[config.mk]
export PLATFORM = sky130hd
export DESIGN_NAME = twostage_wdog
export DESIGN_NICKNAME = d
export VERILOG_FILES = /design/src/rtl/wdog_pkg.sv /design/src/rtl/wdog_timebase.sv /design/src/rtl/wdog_interval.sv /design/src/rtl/wdog_regs.sv /design/src/rtl/twostage_wdog.sv
export SDC_FILE = /design/constraint.sdc
export NUM_CORES = 1
export LEC_CHECK = 0
export BUFFER_PORTS_ARGS = -buffer_cell sky130_fd_sc_hd__buf_2
export CORE_ASPECT_RATIO = 0.75
export CORE_UTILIZATION = 50
export CTS_BUF_LIST = sky130_fd_sc_hd__clkbuf_2
export DETAILED_ROUTE_END_ITERATION = 12
export PLACE_DENSITY = 0.89
export SYNTH_ARGS = -nofsm -noshare
export SYNTH_HDL_FRONTEND = slang
export SYNTH_HIERARCHICAL = 1
export SYNTH_SLANG_ARGS = --single-unit
[constraint.sdc]
create_clock -name clk -period 1.7 [get_ports clk]
set_input_delay 0.34 -clock clk [delete_from_list [all_inputs] [get_ports clk]]
set_output_delay 0.34 -clock clk [all_outputs]
set_load 0.05 [all_outputs]
[src/rtl/wdog_pkg.sv]
package wdog_pkg;
  // byte offsets of the three words
  localparam int unsigned OFS_CTRL_A = 0;
  localparam int unsigned OFS_CTRL_B = 4;
  localparam int unsigned OFS_TBASE  = 8;
  // field positions in the control words
  localparam int unsigned BIT_ENA_A  = 1;
  localparam int unsigned BIT_STATE  = 2;
  localparam int unsigned BIT_RSTST  = 3;
  localparam int unsigned BIT_ENA_B  = 0;
endpackage

[src/rtl/wdog_timebase.sv]
module wdog_timebase #(
  parameter int unsigned W = 32
) (
  input  logic         clk,
  input  logic         rst_n,
  output logic [W-1:0] count
);
  logic [W-1:0] count_nxt;

  always_comb begin
    count_nxt = count + 1'b1;
  end

  always_ff @(posedge clk or negedge rst_n) begin
    if (!rst_n) count <= '0;
    else        count <= count_nxt;
  end
endmodule

[src/rtl/wdog_interval.sv]
module wdog_interval #(
  parameter int unsigned N = 6
) (
  input  logic         clk,
  input  logic         rst_n,
  input  logic         run,
  input  logic         restart,
  output logic         expire,
  output logic [N-1:0] count
);
  localparam logic [N-1:0] CNT_LAST = {N{1'b1}};

  logic [N-1:0] count_nxt;
  logic         count_ce;

  always_comb begin
    expire    = run && (count == CNT_LAST);
    count_ce  = run || restart || (count != '0);
    if (!run || restart) count_nxt = '0;
    else                 count_nxt = count + 1'b1;
  end

  always_ff @(posedge clk or negedge rst_n) begin
    if (!rst_n)        count <= '0;
    else if (count_ce) count <= count_nxt;
  end
endmodule

[src/rtl/wdog_regs.sv]
module wdog_regs
  import wdog_pkg::*;
#(
  parameter int unsigned DW = 32,
  parameter int unsigned AW = 4
) (
  input  logic          clk,
  input  logic          rst_n,
  input  logic [AW-1:0] bus_addr,
  input  logic          bus_wr,
  input  logic          bus_rd,
  input  logic [DW-1:0] bus_wdata,
  input  logic          expire,
  input  logic [DW-1:0] tb_value,
  output logic          run,
  output logic          service,
  output logic          state_flag,
  output logic          rst_flag,
  output logic          wdt_reset,
  output logic [DW-1:0] bus_rdata
);
  logic          en_a_q, en_b_q, pulse_q;
  logic          en_a_nxt, en_b_nxt, state_nxt, rflag_nxt, pulse_nxt;
  logic          hit_a, hit_b, hit_t, wr_a, wr_b, fire;
  logic [DW-1:0] rd_value, rdata_nxt;
  logic          rdata_ce;

  always_comb begin
    hit_a   = (bus_addr == AW'(OFS_CTRL_A));
    hit_b   = (bus_addr == AW'(OFS_CTRL_B));
    hit_t   = (bus_addr == AW'(OFS_TBASE));
    wr_a    = bus_wr && hit_a;
    wr_b    = bus_wr && hit_b;
    service = wr_a && bus_wdata[BIT_STATE];
    fire    = expire && state_flag && !service;

    en_a_nxt = wr_a ? bus_wdata[BIT_ENA_A] : en_a_q;
    en_b_nxt = wr_b ? bus_wdata[BIT_ENA_B] : en_b_q;

    if (service)     state_nxt = 1'b0;
    else if (expire) state_nxt = 1'b1;
    else             state_nxt = state_flag;

    if (fire)                            rflag_nxt = 1'b1;
    else if (wr_a && bus_wdata[BIT_RSTST]) rflag_nxt = 1'b0;
    else                                 rflag_nxt = rst_flag;

    pulse_nxt = fire;

    rd_value = '0;
    if (hit_a) begin
      rd_value[BIT_ENA_A] = en_a_q;
      rd_value[BIT_STATE] = state_flag;
      rd_value[BIT_RSTST] = rst_flag;
    end else if (hit_b) begin
      rd_value[BIT_ENA_B] = en_b_q;
    end else if (hit_t) begin
      rd_value = tb_value;
    end
    rdata_ce  = bus_rd;
    rdata_nxt = rd_value;

    run       = en_a_q || en_b_q;
    wdt_reset = pulse_q;
  end

  always_ff @(posedge clk or negedge rst_n) begin
    if (!rst_n) begin
      en_a_q     <= 1'b0;
      en_b_q     <= 1'b0;
      state_flag <= 1'b0;
      rst_flag   <= 1'b0;
      pulse_q    <= 1'b0;
    end else begin
      en_a_q     <= en_a_nxt;
      en_b_q     <= en_b_nxt;
      state_flag <= state_nxt;
      rst_flag   <= rflag_nxt;
      pulse_q    <= pulse_nxt;
    end
  end

  always_ff @(posedge clk or negedge rst_n) begin
    if (!rst_n)        bus_rdata <= '0;
    else if (rdata_ce) bus_rdata <= rdata_nxt;
  end
endmodule

[src/rtl/twostage_wdog.sv]
module twostage_wdog #(
  parameter int unsigned DATA_W        = 32,
  parameter int unsigned ADDR_W        = 4,
  parameter int unsigned INTERVAL_LOG2 = 6
) (
  input  logic              clk,
  input  logic              rst_n,
  input  logic [ADDR_W-1:0] bus_addr,
  input  logic              bus_wr,
  input  logic              bus_rd,
  input  logic [DATA_W-1:0] bus_wdata,
  output logic [DATA_W-1:0] bus_rdata,
  output logic              irq,
  output logic              wdt_reset
);
  logic                     run_w, svc_w, expire_w, state_w, rflag_w;
  logic [INTERVAL_LOG2-1:0] cnt_w;
  logic [DATA_W-1:0]        tb_w;

  wdog_timebase #(.W(DATA_W)) tbase_i (
    .clk   (clk),
    .rst_n (rst_n),
    .count (tb_w)
  );

  wdog_interval #(.N(INTERVAL_LOG2)) ival_i (
    .clk     (clk),
    .rst_n   (rst_n),
    .run     (run_w),
    .restart (svc_w),
    .expire  (expire_w),
    .count   (cnt_w)
  );

  wdog_regs #(.DW(DATA_W), .AW(ADDR_W)) regs_i (
    .clk        (clk),
    .rst_n      (rst_n),
    .bus_addr   (bus_addr),
    .bus_wr     (bus_wr),
    .bus_rd     (bus_rd),
    .bus_wdata  (bus_wdata),
    .expire     (expire_w),
    .tb_value   (tb_w),
    .run        (run_w),
    .service    (svc_w),
    .state_flag (state_w),
    .rst_flag   (rflag_w),
    .wdt_reset  (wdt_reset),
    .bus_rdata  (bus_rdata)
  );

  always_comb irq = state_w;
endmodule

# After elaboration in Yosys (flattened, before gate mapping)
# Cells that the tools add are included.
dict set report word_totals {
  in_bits 40
  elab_cells 41
  output_inout_bits 34
  regBits 75
}
dict set report classes {
  n_addsub 2
  n_reduce_logical 17
  eq_ne 3
  muxes 11
}
# cell n
set ops {}
lappend ops {{adder 32 x 1 -> 32 bit, second input constant} 1}
lappend ops {{two-way mux 32 bit} 1}
lappend ops {{two-way mux 31 bit} 1}
lappend ops {{two-way mux 28 bit} 1}
lappend ops {{logical AND 1 bit} 7}
lappend ops {{adder 6 x 1 -> 6 bit, second input constant} 1}
lappend ops {{equality test 6 bit, second input constant} 1}
lappend ops {{two-way mux 1 bit} 6}
lappend ops {{two-way mux 6 bit} 1}
lappend ops {{nonzero test 6 bit} 1}
lappend ops {{equality test 4 x 3 -> 1 bit, second input constant} 1}
lappend ops {{equality test 4 bit, second input constant} 1}
lappend ops {{zero test 4 bit} 1}
lappend ops {{logical OR 1 bit} 4}
lappend ops {{nonzero test 2 bit} 2}
lappend ops {{two-way mux 3 bit} 1}
lappend ops {{zero test 1 bit} 2}

# Depth between registers and ports, before layout
# Gate-level depths: netlist of the first run.
dict set report logic_depth {
  depth_word 6
  depth_mapped 6
  mapped_depth_nobuf 5
}

# By module
# Netlist of the first run, hierarchy kept.
# module cells_per_inst n_inst seq_area_each_um2 area_each_um2
set by_module_without_submodules {}
lappend by_module_without_submodules {wdog_timebase 127 1 800.8 1478.9}
lappend by_module_without_submodules {wdog_regs 98 1 925.9 1437.6}
lappend by_module_without_submodules {wdog_interval 32 1 150.1 309.0}

# Worst setup path before layout of the first run
# OpenSTA, ideal clock, no wires.
dict set report synth_path {
  path_type {register -> register}
  from {register tbase_i.count[0]}
  to {register tbase_i.count[26]}
  period_less_slack_ps 1620
  path_slack_ps 80
  setup_ps 79
  n_path_buf 1
  arrival_time_ps 1541
  stages_incl_launch_ff 7
  required_ps 1621
  cell_sequence {dfrtp_1 ha_1 nand3_1 or3_1 buf_2 nor4_1 xor2_1}
}
dict set report synth_between {
  elab_chain_cells 1
}
# element line
set synth_lines {}
lappend synth_lines {{start, declared} wdog_timebase.sv:6} ;# output logic [W-1:0] count
lappend synth_lines {{start signal, assigned} wdog_timebase.sv:16} ;# else count <= count_nxt;
lappend synth_lines {{adder 32 x 1 -> 32 bit} wdog_timebase.sv:11} ;# count_nxt = count + 1'b1;
lappend synth_lines {{via tbase_i.count_nxt[26]} wdog_timebase.sv:8} ;# logic [W-1:0] count_nxt;
# The timed path passes the listed nets, and every way through them passes these cells.
# A chain may end at the register's enable or synchronous reset.

# Worst setup path in the final report of the first run
dict set report layout_path {
  from {register tbase_i.count[10]}
  to {register tbase_i.count[23]}
}
# Same word-level chain as after synthesis.

==> results of run 1 <==
-- registers in the layout (all words and copies together), names as in the netlist --
register           cells
regs_i/bus_rdata      32
tbase_i/count         32
ival_i/count           6
regs_i/en_a_q          1
regs_i/en_b_q          1
regs_i/rst_flag        1
regs_i/state_flag      1
regs_i/wdt_reset       1
-- Yosys cell counts, types with 4 or more instances --
| master | n |
|---|---|
| nor4_1 | 5 |
| nor4_2 | 5 |
| nand2_1 | 14 |
| buf_6 | 4 |
| inv_1 | 9 |
| nor3_1 | 5 |
| nand3_1 | 15 |
| a22o_2 | 8 |
| nor2_1 | 12 |
| and4_1 | 4 |
| a22o_1 | 20 |
| xnor2_1 | 11 |
| xor2_1 | 22 |
| dfrtp_1 | 75 |
-- where the power goes --
| group | switching, uW | total, uW | internal [uW] |
|---|---|---|---|
| Clock | 615 | 1250 | 631 |
| Combinational | 181 | 295 | 114 |
| Sequential | 54.5 | 1890 | 1840 |
| Total | 851 | 3430 | 2580 |
-- through the flow --
stage | power (uW) | instances
CTS | 3465 | 405
global route | 3564 | 405
global placement | 2178 | 387
finish | 3431 | 405
detailed placement | 2213 | 387
floorplan | 2086 | 257
-- metal layers --
layer	track usage [%]	vias to the layer above
met5	0	-
met4	7.407	0
met3	8.068	12
met2	34.93	56
met1	29.52	1143
li1	-	1053
-- final cells by class --
| cell class | count | area share [%] |
|---|---|---|
| clock buffer | 9 | 1.173 |
| clock inverter | 7 | 3.030 |
| inverter | 9 | 0.8798 |
| multi-input combinational | 163 | 33.20 |
| sequential | 75 | 48.88 |
| tap | 78 | 2.542 |
| timing repair buffer | 64 | 10.30 |
-- cells by family (layout without fill, tap and decap cells) --
logic type                 count (synthesis)  count (layout)
adders and majority gates                  3               3
DFF                                       75              75
buffers and inverters                     19              89
AOI/OAI and AO/OA                         39              39
muxes                                      2               2
xor gates and xnor gates                  33              33
and+or+nand+nor                           86              86
-- worst max-delay path, cell delays in order, from the launching register on --
cell and delay, ns:
dfrtp_1 0.43, nand4_1 0.16, or3_4 0.47, nor4_2 0.33, xor2_1 0.21
-- final timing paths --
kind	startpoint	end	slack (ns)	cells past startpoint
setup / recovery	tbase_i/count[10]	tbase_i/count[23]	0.03	4
hold / removal	bus_wdata[1]	regs_i/en_a_q	0.05	2
setup reg to reg	tbase_i/count[10]	tbase_i/count[23]	0.03	4
hold reg to reg	tbase_i/count[31]	tbase_i/count[31]	0.50	1
max in group asynchronous	rst_n	regs_i/bus_rdata[8]	0.84	3
min in group asynchronous	rst_n	tbase_i/count[29]	0.26	2
-- repair_timing --
item,in CTS,in global routing
pin swaps,0,0
setup endpoints to repair,5,6
hold buffers,1,0
hold endpoints to repair,15,0
gates resized for setup,2,3
setup buffers,1,0
==> qor.yml, run 1 <==
run_status:
  status: "finished clean"
cells_and_area:
  mostFrequentLayoutCell: "dfrtp_1"
  register_area_sq_mm: 0.001877
  multi_input_area_sq_mm: 0.001275
  layout-drive-gt1-share_pct: 34.86
  n_antenna_cell: 0
  final_nets: 365
  layout_common_cells: "dfrtp_1, buf_2, xor2_1, a22o_1, buf_4"
  fillers: 453
  design_area_sq_mm: 0.003840
  areaGrowthSynthToFinish_pct: 19.05
  final_util_pct: 63.94
critical_path:
  cp.arrival_ns: 2.11
  critPathKind: "reg2reg"
  worstPathMaxFanout: 11
  required_ns: 2.14
  start_kind: "flop"
  end_kind: "flop"
timing:
  fin_crit_sh_pct: 98.05
  whs_ns: 0.04962
  slew_viol_final: 0
  fin_setup_tns_ns: 0
  finalHoldViolCount: 0
  max_freq_mhz: 599.9
  maxSlewHeadroom_pct: 70.91
  finalWorstSetupSlack_ns: 0.03315
  setup_viol: 0
  fin_skew_ns: 0.01446
  min_period_ns: 1.667
  rsz0062_at_grt: "yes"
  tightest_slew_ns: 0.4330
route:
  top_layer: "met4"
  wl_met3_um: 371
  drt_iter0_markers: 113
  dr_wl_met2_um: 3312
  postRouteAntennaNets: 0
  viasPerCell: 5.590
  wl_um: 6809
  via_count: 2264
  first_pass_iters: 4
  drc_errors: 0
  wire_per_inst_um: 16.81
  wl_met1_um: 3018
synth:
  synth_warnings: 6
  synth_area_sq_mm: 0.003226
  synth_nets: 300
  synth_cells: 257
  synthAdderAreaFrac_pct: 1.164
  synth-compound-area-share_pct: 10.78
  yosys.cell_types.count: 40
  synth_top_family_by_area: "simple AND/OR/NAND/NOR gates"
  synth.largest_area_cell: "dfrtp_1"
  synthFlopType: "dfrtp_1"
  synth-simple-area-share_pct: 16.99
  synth_edf_count: 0
  syn_area_per_cell_sq_um: 12.55
  synth_top_area_share_pct: 58.18
  synthXorXnorAreaFrac_pct: 8.960
  ys_seq_area_share_pct: 58.18
  ys_ff_latch: 75
  synthArstFlopShare_pct: 100.0
  synth.area.top_cells: "dfrtp_1, xor2_1, a22o_1"
  synth.area.mux_share_pct: 0.6982
die:
  dieHeight_um: 71.56
  num_rows: 24
  ios: 74
  design.core.area_sq_mm: 0.006006
  die_area_sq_mm: 0.006780
  die_w_um: 94.75
  start_util_pct: 53.71
power:
  power_density_mw_per_mm2: 893.5
  vdd_drop_max_mv: 0.4045
  leakagePower_uw: 0.001986
clock_tree:
  clk_latency_ns: 0.51
  cts_made_buffers: 9
  htreeDepth: 3
  clk_path_buf_depth: 2
  clk_pin_slew_worst_paths_ns: 0.20
  clk_root_buffer_cell: "clkbuf_2"
  clkSinkCount: 75
  cts_tree: "yes"
placed_design:
  pre_cts_ws_ns: -0.06770
  port_buffers: 45
  place.gp.congestion: 0.8023
  placed_cell_area_sq_mm: 0.003631
  hpwlAfterDp_um: 4660
run:
  cap_violations: 0
global_route:
  antenna_found_initial: 0
  grt_pass1_wl_um: 11370
  globalRouteTotalUtil_pct: 22.48
  gr-total-overflow: 0
  grt_max_degree: 40
  grt_pass1_vias: 2312
min_path:
  hp-class: "in2reg"
No activity file was read; power rests on OpenSTA's default activity.
==> run 2: changes to the inputs <==
- SYNTH_HIERARCHICAL: 1 -> default
- TNS_END_PERCENT: default -> 20
==> qor.yml, run 2 <==
run_status:
  status: "finished clean"
cells_and_area:
  design_area_sq_mm: 0.003799  # -1.1%
  top_regs: "regs_i.bus_rdata: 32 flops, tbase_i.count: 32 flops, ival_i.count: 6 flops"
  areaGrowthSynthToFinish_pct: 17.40
  layout_common_cells: "dfrtp_1, buf_2, nand2_1, inv_1, o21ai_0"
  layout-drive-gt1-share_pct: 24.13  # -11 points
  mostFrequentLayoutCell: "dfrtp_1"
  final_nets: 411  # +13%
  fillers: 497  # +9.7%
  n_antenna_cell: 0  # unchanged
power:
  leakagePower_uw: 0.001860  # -6.3%
  power_density_mw_per_mm2: 826.1  # -7.5%
  vdd_drop_max_mv: 0.6925  # +71%
  internal_power_uw: 2289  # -11%
  combPwrFrac_pct: 8.5  # about the same
  switching_power_uw: 848.8  # -0.22%
  swShare_pct: 27.05  # +2.3 points
  p_seq_share_pct: 60.1  # +5.0 points
  clockPowerShare_pct: 31.4  # -4.9 points
critical_path:
  required_ns: 2.12  # -0.02 ns
  end_kind: "flop"
  worstPathMaxFanout: 4  # -7
  cp.arrival_ns: 2.03  # -0.08 ns
  critPathKind: "reg2reg"
  start_kind: "flop"
timing:
  setup_viol: 0  # unchanged
  max_freq_mhz: 622.0  # +3.7%
  fin_crit_sh_pct: 94.57  # -3.5 points
  min_period_ns: 1.608  # -0.05914 ns
  slew_viol_final: 0  # unchanged
  whs_ns: 0.06334  # +0.01372 ns
  tightest_slew_ns: 0.4687  # +0.03570 ns
  fin_setup_tns_ns: 0  # unchanged
  rsz0062_at_grt: "no"
  finalHoldViolCount: 0  # unchanged
  finalWorstSetupSlack_ns: 0.09229  # +0.05914 ns
  maxSlewHeadroom_pct: 68.42  # -2.5 points
  fin_skew_ns: 0.03569  # +0.02123 ns
clock_tree:
  cts_made_buffers: 9  # unchanged
  clk_path_buf_depth: 2  # unchanged
  cts_tree: "yes"
  clk_root_buffer_cell: "clkbuf_2"
  clk_latency_ns: 0.54  # +0.03 ns
  clkSinkCount: 75  # unchanged
  clk_pin_slew_worst_paths_ns: 0.22  # +0.02 ns
  htreeDepth: 3  # unchanged
route:
  wire_per_inst_um: 13.74  # -18%
  postRouteAntennaNets: 0  # unchanged
  drt_iter0_markers: 90  # -20%
  first_pass_iters: 5  # +1
  viasPerCell: 5.246  # -6.2%
  drc_errors: 0  # unchanged
  wl_um: 6198  # -9.0%
  via_count: 2366  # +4.5%
die:
  num_rows: 24  # unchanged
  ios: 74  # unchanged
  start_util_pct: 53.61  # -0.10 points
  dieHeight_um: 71.67  # +0.15%
  die_w_um: 94.89  # +0.15%
  design.core.area_sq_mm: 0.006036  # +0.50%
  die_area_sq_mm: 0.006800  # +0.30%
placed_design:
  place.gp.congestion: 0.7524  # -6.2%
  hpwlAfterDp_um: 4265  # -8.5%
  placed_cell_area_sq_mm: 0.003618  # -0.34%
  pre_cts_ws_ns: 0.03874  # +0.1064 ns
  port_buffers: 45  # unchanged
run:
  cap_violations: 0  # unchanged
synth:
  synthAdderAreaFrac_pct: 1.160  # -0.0036 points
  synth_top_family_by_area: "simple AND/OR/NAND/NOR gates"
  synth.area.top_cells: "dfrtp_1, xnor2_1, o21ai_0"
  synth_area_sq_mm: 0.003236  # +0.31%
  ys_ff_latch: 75  # unchanged
  synth_cells: 307  # +19%
  synth.area.mux_share_pct: 2.088  # +1.4 points
  synth.most_common_cell: "dfrtp_1"
  synth_edf_count: 0  # unchanged
  synthXorXnorAreaFrac_pct: 9.203  # +0.24 points
  ys_top_cells_by_count: "dfrtp_1, nand2_1, inv_1, o21ai_0, nand3_1"
  synth_top_area_share_pct: 58.00  # -0.18 points
  synth.largest_area_cell: "dfrtp_1"
  syn_area_per_cell_sq_um: 10.54  # -16%
  yosys.cell_types.count: 31  # -23%
  synth-simple-area-share_pct: 18.21  # +1.2 points
  synthArstFlopShare_pct: 100.0  # unchanged
  synth_nets: 350  # +17%
  synthFlopType: "dfrtp_1"
  synth_warnings: 0  # -6
  ys_seq_area_share_pct: 58.00  # -0.18 points
  synth-compound-area-share_pct: 6.032  # -4.8 points
global_route:
  globalRouteTotalUtil_pct: 20.96  # -1.5 points
  grt_max_degree: 62  # +55%
  grt_pass1_wl_um: 10720  # -5.7%
  gr-total-overflow: 0  # unchanged
  grt_pass1_vias: 2257  # -2.4%
  antenna_found_initial: 0  # unchanged
min_path:
  hp-class: "in2reg"
run 2: cell count changes in the layout (fill, tap and decap cells not counted), sizes merged, moves of 4 or more:
| cell | before | now |
|---|---|---|
| o21ai | 1 | 33 |
| inv | 9 | 38 |
| a22o | 28 | 1 |
| nand2 | 14 | 40 |
| xnor2 | 11 | 23 |
| xor2 | 22 | 11 |
| buf | 63 | 55 |
| nand3 | 18 | 26 |
| nor4 | 11 | 5 |
| mux2 | 2 | 6 |
| nand4 | 3 | 7 |
run 2: kinds of logic after synthesis:
kind of cell	count (synthesis)
AND/OR/NAND/NOR	108
multiplexers	6
XOR/XNOR	34
buffers and inverters	44
flip-flops	75
adder cells (fa/ha/maj)	3
AO/OA/AOI/OAI	37
run 2: power groups by stage:
stage | Combinational (uW) | Sequential [uW] | Clock [uW]
after floorplan | 153 | 1920 | 0
after global placement | 254 | 1910 | 0
after detailed placement | 265 | 1920 | 0
after CTS | 268 | 1880 | 1000
after global routing | 304 | 1890 | 1070
final | 266 | 1890 | 986
run 2: worst max-delay path, stage by stage (launching register included):
cell	delay, ns
dfrtp_1	0.43
ha_1	0.23
nand2_2	0.14
nor4_4	0.38
nand3_1	0.16
xnor2_1	0.15
run 2: metal layers:
layer	share of wire (%)	GRT usage, %
met5	0	0
met4	1.1	7.071
met2	46	30.94
met1	47	29.59
met3	5.8	6.369
run 2: per-stage QoR:
stage / std cells / power (uW) / utilization, %
2_1_floorplan: 307 / 2071 / -
3_3_place_gp: 432 / 2165 / 59.95
3_5_place_dp: 432 / 2181 / 59.95
4_1_cts: 449 / 3157 / 62.13
5_1_grt: 451 / 3268 / 62.94
6_report: 451 / 3138 / 62.94
run 2: area by class of cell:
class | instances | area [sq um] | area share (%)
clock buffer | 9 | 45.04 | 1.186
clock inverter | 7 | 67.56 | 1.779
timing repair buffer | 57 | 345.3 | 9.091
inverter | 37 | 138.9 | 3.656
sequential | 75 | 1877 | 49.41
multi-input combinational | 188 | 1227 | 32.31
tap | 78 | 97.59 | 2.569
run 2: final timing paths:
kind | cells past startpoint | from | end | slack [ns]
worst max-delay path | 5 | tbase_i.count[0] | tbase_i.count[26] | 0.09
worst min-delay path | 2 | bus_wdata[1] | regs_i.en_a_q | 0.06
worst max register to register | 5 | tbase_i.count[0] | tbase_i.count[26] | 0.09
worst min register to register | 1 | tbase_i.count[31] | tbase_i.count[31] | 0.50
max in group asynchronous | 3 | rst_n | regs_i.bus_rdata[25] | 0.86
min in group asynchronous | 2 | rst_n | regs_i.bus_rdata[30] | 0.20
run 2: repair_timing:
action,4_1_cts,5_1_grt
gates resized for setup,1,6
hold endpoints to repair,14,1
buffers inserted,0,1
pin swaps,0,1
setup endpoints to repair,3,15
hold buffers,1,1
